==> src/rtl/rxq_pkg.sv <==
package rxq_pkg;
  localparam int FLAG_W  = 3;
  localparam int THR_BIT = 0;

  typedef struct packed {
    logic eof;
    logic ovr;
    logic par;
  } rx_flag_t;

  typedef enum logic [1:0] {
    IRQ_OFF  = 2'b00,
    IRQ_ALL  = 2'b01,
    IRQ_SPEC = 2'b10,
    IRQ_RSVD = 2'b11
  } irq_mode_e;
endpackage

==> src/rtl/rxq_cfg.sv <==
module rxq_cfg
  import rxq_pkg::*;
#(
  parameter int CFG_W = 8
) (
  input  logic             clk,
  input  logic             rst,
  input  logic             cfg_we,
  input  logic             shadow_en,
  input  logic [CFG_W-1:0] wdata,
  output logic             thr_sel,
  output irq_mode_e        mode
);
  always_ff @(posedge clk) begin
    if (rst) begin
      thr_sel <= 1'b0;
      mode    <= IRQ_OFF;
    end else if (cfg_we) begin
      if (shadow_en) thr_sel <= wdata[THR_BIT];
      else           mode    <= irq_mode_e'(wdata[1:0]);
    end
  end


  shadow_hold_chk: assert property (@(posedge clk) disable iff (rst)
    (cfg_we && shadow_en) |=> $stable(mode));

  main_hold_chk: assert property (@(posedge clk) disable iff (rst)
    (cfg_we && !shadow_en) |=> $stable(thr_sel));
endmodule

==> src/rtl/rxq_store.sv <==
module rxq_store
  import rxq_pkg::*;
#(
  parameter int DEPTH = 8,
  parameter int DW    = 8,
  parameter int WIN   = DEPTH / 2,
  localparam int AW   = $clog2(DEPTH),
  localparam int CW   = $clog2(DEPTH + 1)
) (
  input  logic           clk,
  input  logic           rst,
  input  logic           push,
  input  logic [DW-1:0]  push_data,
  input  rx_flag_t       push_flag,
  input  logic           pop,
  output logic [DW-1:0]  head_data,
  output rx_flag_t       head_flag,
  output logic [CW-1:0]  cnt,
  output logic [WIN-1:0] near_flag
);
  // DEPTH is expected to be a power of two so pointers wrap naturally.
  logic [DW-1:0] mem [DEPTH];
  rx_flag_t      flg [DEPTH];
  logic [AW-1:0] rd_ptr, wr_ptr, tail;
  logic [CW-1:0] cnt_q;
  logic          empty, full, do_pop, do_push, ovf;

  assign empty   = (cnt_q == '0);
  assign full    = (cnt_q == CW'(DEPTH));
  assign do_pop  = pop & ~empty;
  assign do_push = push & (~full | do_pop);
  assign ovf     = push & full & ~do_pop;
  assign tail    = wr_ptr - AW'(1);

  // byte storage: no reset, single write port, async read (distributed RAM)
  always_ff @(posedge clk) begin
    if (do_push) mem[wr_ptr] <= push_data;
  end

  always_ff @(posedge clk) begin
    if (rst) begin
      for (int i = 0; i < DEPTH; i++) flg[i] <= '0;
    end else begin
      if (do_push) flg[wr_ptr] <= push_flag;
      if (ovf)     flg[tail].ovr <= 1'b1;
    end
  end

  always_ff @(posedge clk) begin
    if (rst) begin
      rd_ptr <= '0;
      wr_ptr <= '0;
      cnt_q  <= '0;
    end else begin
      if (do_pop)  rd_ptr <= rd_ptr + AW'(1);
      if (do_push) wr_ptr <= wr_ptr + AW'(1);
      if (do_push && !do_pop)      cnt_q <= cnt_q + CW'(1);
      else if (do_pop && !do_push) cnt_q <= cnt_q - CW'(1);
    end
  end

  assign head_data = mem[rd_ptr];
  assign head_flag = flg[rd_ptr];
  assign cnt       = cnt_q;

  for (genvar k = 0; k < WIN; k++) begin : g_near
    assign near_flag[k] = (CW'(k) < cnt_q) && (|flg[rd_ptr + AW'(k)]);
  end


  no_overflow_chk: assert property (@(posedge clk) disable iff (rst)
    cnt_q <= CW'(DEPTH));

  empty_pop_chk: assert property (@(posedge clk) disable iff (rst)
    (empty && pop && !push) |=> (cnt_q == '0));

  both_ops_chk: assert property (@(posedge clk) disable iff (rst)
    (push && pop && !empty) |=> $stable(cnt_q));

  full_drop_chk: assert property (@(posedge clk) disable iff (rst)
    (push && full && !pop) |=> (cnt_q == CW'(DEPTH)));
endmodule

==> src/rtl/rxq_irq.sv <==
module rxq_irq
  import rxq_pkg::*;
#(
  parameter int WIN = 4,
  parameter int CW  = 4
) (
  input  logic           thr_sel,
  input  irq_mode_e      mode,
  input  logic [CW-1:0]  cnt,
  input  logic [WIN-1:0] near_flag,
  output logic           irq_rx,
  output logic           irq_spec
);
  logic [CW-1:0]  lvl;
  logic [WIN-1:0] mask;

  assign lvl = thr_sel ? CW'(WIN) : CW'(1);

  for (genvar k = 0; k < WIN; k++) begin : g_mask
    if (k == 0) begin : g_first
      assign mask[k] = 1'b1;
    end else begin : g_rest
      assign mask[k] = thr_sel;
    end
  end

  assign irq_rx   = (mode == IRQ_ALL) && (cnt >= lvl);
  assign irq_spec = ((mode == IRQ_ALL) || (mode == IRQ_SPEC)) && |(near_flag & mask);
endmodule

==> src/rtl/rxq_irq_fifo.sv <==
module rxq_irq_fifo
  import rxq_pkg::*;
#(
  parameter int DEPTH  = 8,
  parameter int DW     = 8,
  localparam int CW    = $clog2(DEPTH + 1),
  localparam int WIN   = DEPTH / 2
) (
  input  logic          clk,
  input  logic          rst,
  input  logic          push,
  input  logic [DW-1:0] push_data,
  input  logic [2:0]    push_stat,
  input  logic          pop,
  input  logic          cfg_we,
  input  logic          cfg_shadow_en,
  input  logic [7:0]    cfg_wdata,
  output logic [DW-1:0] head_data,
  output logic [2:0]    head_stat,
  output logic [CW-1:0] fill_cnt,
  output logic          char_avail,
  output logic          irq_rx,
  output logic          irq_spec
);
  logic           thr_sel;
  irq_mode_e      mode;
  rx_flag_t       hflag;
  logic [WIN-1:0] near_flag;

  rxq_cfg #(.CFG_W(8)) u_cfg (
    .clk(clk), .rst(rst), .cfg_we(cfg_we), .shadow_en(cfg_shadow_en),
    .wdata(cfg_wdata), .thr_sel(thr_sel), .mode(mode)
  );

  rxq_store #(.DEPTH(DEPTH), .DW(DW), .WIN(WIN)) u_store (
    .clk(clk), .rst(rst), .push(push), .push_data(push_data),
    .push_flag(rx_flag_t'(push_stat)), .pop(pop),
    .head_data(head_data), .head_flag(hflag), .cnt(fill_cnt),
    .near_flag(near_flag)
  );

  rxq_irq #(.WIN(WIN), .CW(CW)) u_irq (
    .thr_sel(thr_sel), .mode(mode), .cnt(fill_cnt), .near_flag(near_flag),
    .irq_rx(irq_rx), .irq_spec(irq_spec)
  );

  assign head_stat  = hflag;
  assign char_avail = (fill_cnt != '0);


  rx_needs_data_chk: assert property (@(posedge clk) disable iff (rst)
    irq_rx |-> char_avail);

  spec_needs_data_chk: assert property (@(posedge clk) disable iff (rst)
    irq_spec |-> char_avail);
endmodule

==> config.mk <==
export PLATFORM = sky130hd
export DESIGN_NAME = rxq_irq_fifo
export DESIGN_NICKNAME = d
export VERILOG_FILES = /design/src/rtl/rxq_pkg.sv /design/src/rtl/rxq_cfg.sv /design/src/rtl/rxq_store.sv /design/src/rtl/rxq_irq.sv /design/src/rtl/rxq_irq_fifo.sv
export SDC_FILE = /design/constraint.sdc
export NUM_CORES = 1
export LEC_CHECK = 0
export BUFFER_PORTS_ARGS = -buffer_cell sky130_fd_sc_hd__buf_2
export CORE_ASPECT_RATIO = 1.75
export CORE_UTILIZATION = 54
export CTS_CLUSTER_SIZE = 25
export DETAILED_ROUTE_END_ITERATION = 8
export GPL_ROUTABILITY_DRIVEN = 0
export HOLD_SLACK_MARGIN = 0.02
export MAX_ROUTING_LAYER = met4
export PLACE_DENSITY = 0.76
export SLEW_MARGIN = 0
export SYNTH_ARGS = -nofsm -noshare
export SYNTH_HDL_FRONTEND = slang
export SYNTH_SLANG_ARGS = --single-unit
==> constraint.sdc <==
create_clock -name clk -period 2.4 [get_ports clk]
set_input_delay 0.24 -clock clk [delete_from_list [all_inputs] [get_ports clk]]
set_output_delay 0.24 -clock clk [all_outputs]
set_load 0.01 [all_outputs]
==> metrics.md <==
| Metric | Value |
|---|---|
| DR pass1 iterations | 4 |
| Fill cells | 662 |
| Detail Route Antenna Nets | 0 |
| DR vias/cell | 5.97 |
| H-tree depth | 3 |
| Main flop type after synthesis | edfxtp_1 |
| Initial DRC Count | 186 |
| Clock Latency Late Sink | 0.34 ns |
| Hold endpoint | u_cfg.mode[1] |
| Max FO, Critical Path | 2 |
| Cell Pwr Density | 927 nW/um2 |
| Post-route cell area | 5850 um2 |
| Initial core utilization | 56.2% |
| Sequential share of the synthesized area | 60.0% |
| R2r setup slk | 0.20 ns |
| Die X | 74.3 um |
| Vias in the first global route | 3320 |
| Synth Register Bits | 104 |
| Core area | 8780 um2 |
| # IOs | 43 |
| DR DRC count | 0 |
| Most frequent cells in the layout | edfxtp_1 (88), buf_4 (43), buf_2 (36), mux4_2 (24), nor2_1 (23) |
| Avg Inst Size Synth | 14.2 um2 |
| Area of the multi-input gates | 1900 um2 |
| Pre-CTS setup slack | -0.302 ns |
| WL/cell | 20.3 um |
| Clock power frac | 25.2% |
| Crit. End Element | output port |
| Largest net degree at the start of global routing | 31 |
| Die ar. | 9550 um2 |
| Unrepaired setup endpoints after global routing | true |
| Inserted Clock Buffers | 9 |
| Failing checks | setup timing |
| Worst rel slew slack | 61.4% |
| Max-slew violation count | 0 |
| Register area | 2960 um2 |
| Worst-Margin Slew | 0.577 ns |
| Fin. Hold Viols | 0 |
| Port buffer count | 36 |
| Leak Pwr | 0.00224 uW |
| First-pass GRT wire length | 17200 um |
| Total power | 5420 uW |
| Comb power frac | 34.4% |
| Syn_nets | 385 |
| Dpl cell area | 5530 um2 |
| Startpoint Class | register |
| Switch share | 31.1% |
| Switching power | 1690 uW |
| Clock transition at path regs | 0.07 ns |
| Post-synth EDFFs | 88 |
| Syn Inst Count | 348 |
| FF-to-FF End | u_store.cnt[3] |
| Worst setup startpoint | u_store.flg[6][0] |
| Fin crit share | 125% |
| Worst Skew | 0.00534 ns |
| Total Routed Length | 11100 um |
| Initial antenna violation count | 0 |
| # diodes | 0 |
| Final core utilization | 66.6% |
| CP arrival | 2.77 ns |
| Fin worst setup slack | -0.611 ns |
| Internal power | 3730 uW |
| Peak supply drop | 523 uV |
| Row count | 45 |
| Layout cells sized above 1 | 31.3% |
| Setup CP Type | reg -> out |
| Seq pwr share | 40.4% |
| # clock sinks | 104 |
| Via count | 3251 |
| Max Fclk | 332 MHz |
| Clk buf depth | 2 |
| Global route overflow | 0 |
| Hold Path Class | in -> reg |
| Min-delay src | cfg_wdata[1] |
| Synth Warn # | 0 |
| Max-cap violations | 0 |
| CTS tree | yes |
| Die H | 129 um |
| Final setup viols | 1 |
| Post-layout net count | 460 |
| Hold Buf Count CTS | 0 |
| Syn-to-layout area delta | 18.4% |
| CTS root buffer | clkbuf_16 |
| Global Route Usage Sum | 25.9% |
| Minimum clock period | 3.01 ns |
| Async SR Flop Fraction | 0% |
| Yosys cell types | 41 |
| Synthesized cell area | 4940 um2 |
| Post-DP HPWL | 7950 um |
| Hold Crit Depth | 3 |
| Status | complete, but fails checks |
| Worst r2r path cells | 10 |
| FF-to-FF Start | u_store.cnt[0] |
| CP Data Required Time | 2.16 ns |
| Most common cell after layout, fill and taps aside | edfxtp_1 |
## layout make-up
class	count	area share [%]
tap	117	2.50
sequential	104	50.7
timing repair buffer	79	8.60
inverter	15	0.963
clock buffer	12	4.21
multi-input combinational	214	32.6
clock inverter	4	0.513
## metrics by stage
step	TNS (ns)	hold slack, ns	instances
floorplan	-0.0289	0.339	348
global placement	-0.229	0.448	528
detailed placement	-0.302	0.450	528
CTS	-0.659	0.115	545
global route	-0.675	0.139	545
finish	-0.611	0.122	545
## critical path, cell delays in order (launching register included)
cell and delay, ns:
edfxtp_1 0.42, or4b_4 0.54, mux4_2 0.48, a2111o_1 0.38
a222oi_1 0.36, o31ai_1 0.10, buf_2 0.15
## how the worst max path moves through the flow
stage | to | slack [ns] | depth (start not counted)
final | irq_spec | -0.61 | 6
after global routing | irq_spec | -0.67 | 6
after CTS | irq_spec | -0.66 | 6
after detailed placement | irq_spec | -0.30 | 6
after global placement | irq_spec | -0.23 | 6
after floorplan | irq_spec | -0.03 | 5
## cell usage after synthesis (2+ instances only)
cell / instances / area [um2]
edfxtp_1: 88 / 2640
mux4_2: 24 / 541
nor2_1: 23 / 86.3
a21o_1: 18 / 135
and3_1: 17 / 106
dfxtp_1: 16 / 320
inv_1: 15 / 56.3
nand2_1: 14 / 52.6
nor3_1: 13 / 65.1
a21oi_1: 12 / 60.1
ha_1: 12 / 150
clkbuf_1: 10 / 37.5
mux2i_1: 9 / 90.1
mux2_2: 8 / 90.1
nor3b_1: 8 / 60.1
nand3_1: 6 / 30.0
a2111oi_0: 5 / 43.8
nor4_1: 5 / 31.3
or3_1: 5 / 31.3
xnor2_1: 5 / 43.8
xor2_1: 5 / 43.8
buf_1: 3 / 11.3
o21ai_0: 3 / 15.0
nand2b_1: 2 / 12.5
nand3b_1: 2 / 15.0
nor4b_1: 2 / 17.5
o31a_1: 2 / 17.5
or4_1: 2 / 15.0
or4b_1: 2 / 20.0
## routing by layer
metal  GRT usage [%]  vias up  wire length (um)
met5               -        -                 0
met4            10.7        0               346
met3            4.07       32               347
met2            47.9       95              6480
met1            26.1     1615              3890
li1                -     1509                 -
## logic make-up after synthesis
group,count (synthesis),share of synthesized area [%]
AOI/OAI and AO/OA,45,6.43
DFF,104,60.0
adders and majority gates,12,3.04
xor gates and xnor gates,10,1.77
buffers and inverters,30,2.38
muxes,41,14.6
and+or+nand+nor,106,11.8
## sequential cells by signal, summed over array words and instances (netlist names), named ones only
register / count
u_store.cnt: 4
u_store.rd_ptr: 3
u_store.flg: 24
u_store.wr_ptr: 3
u_cfg.mode: 2
u_store.mem: 64
u_cfg.thr_sel: 1
## repair_timing
action | in CTS | in global routing
setup endpoints to repair | 1 | 4
pin swaps | 5 | 2
hold endpoints to repair | 0 | 0
setup buffers | 1 | 0
gates resized for setup | 0 | 7
## power by group through the flow
stage                     Clock (uW)  Sequential [uW]  Combinational (uW)
after floorplan                    0             2230                1200
after global placement             0             2210                1780
after detailed placement           0             2220                1840
after CTS                       1390             2180                1850
after global routing            1450             2200                2040
final                           1360             2190                1870
No activity file was read; power rests on OpenSTA's default activity.
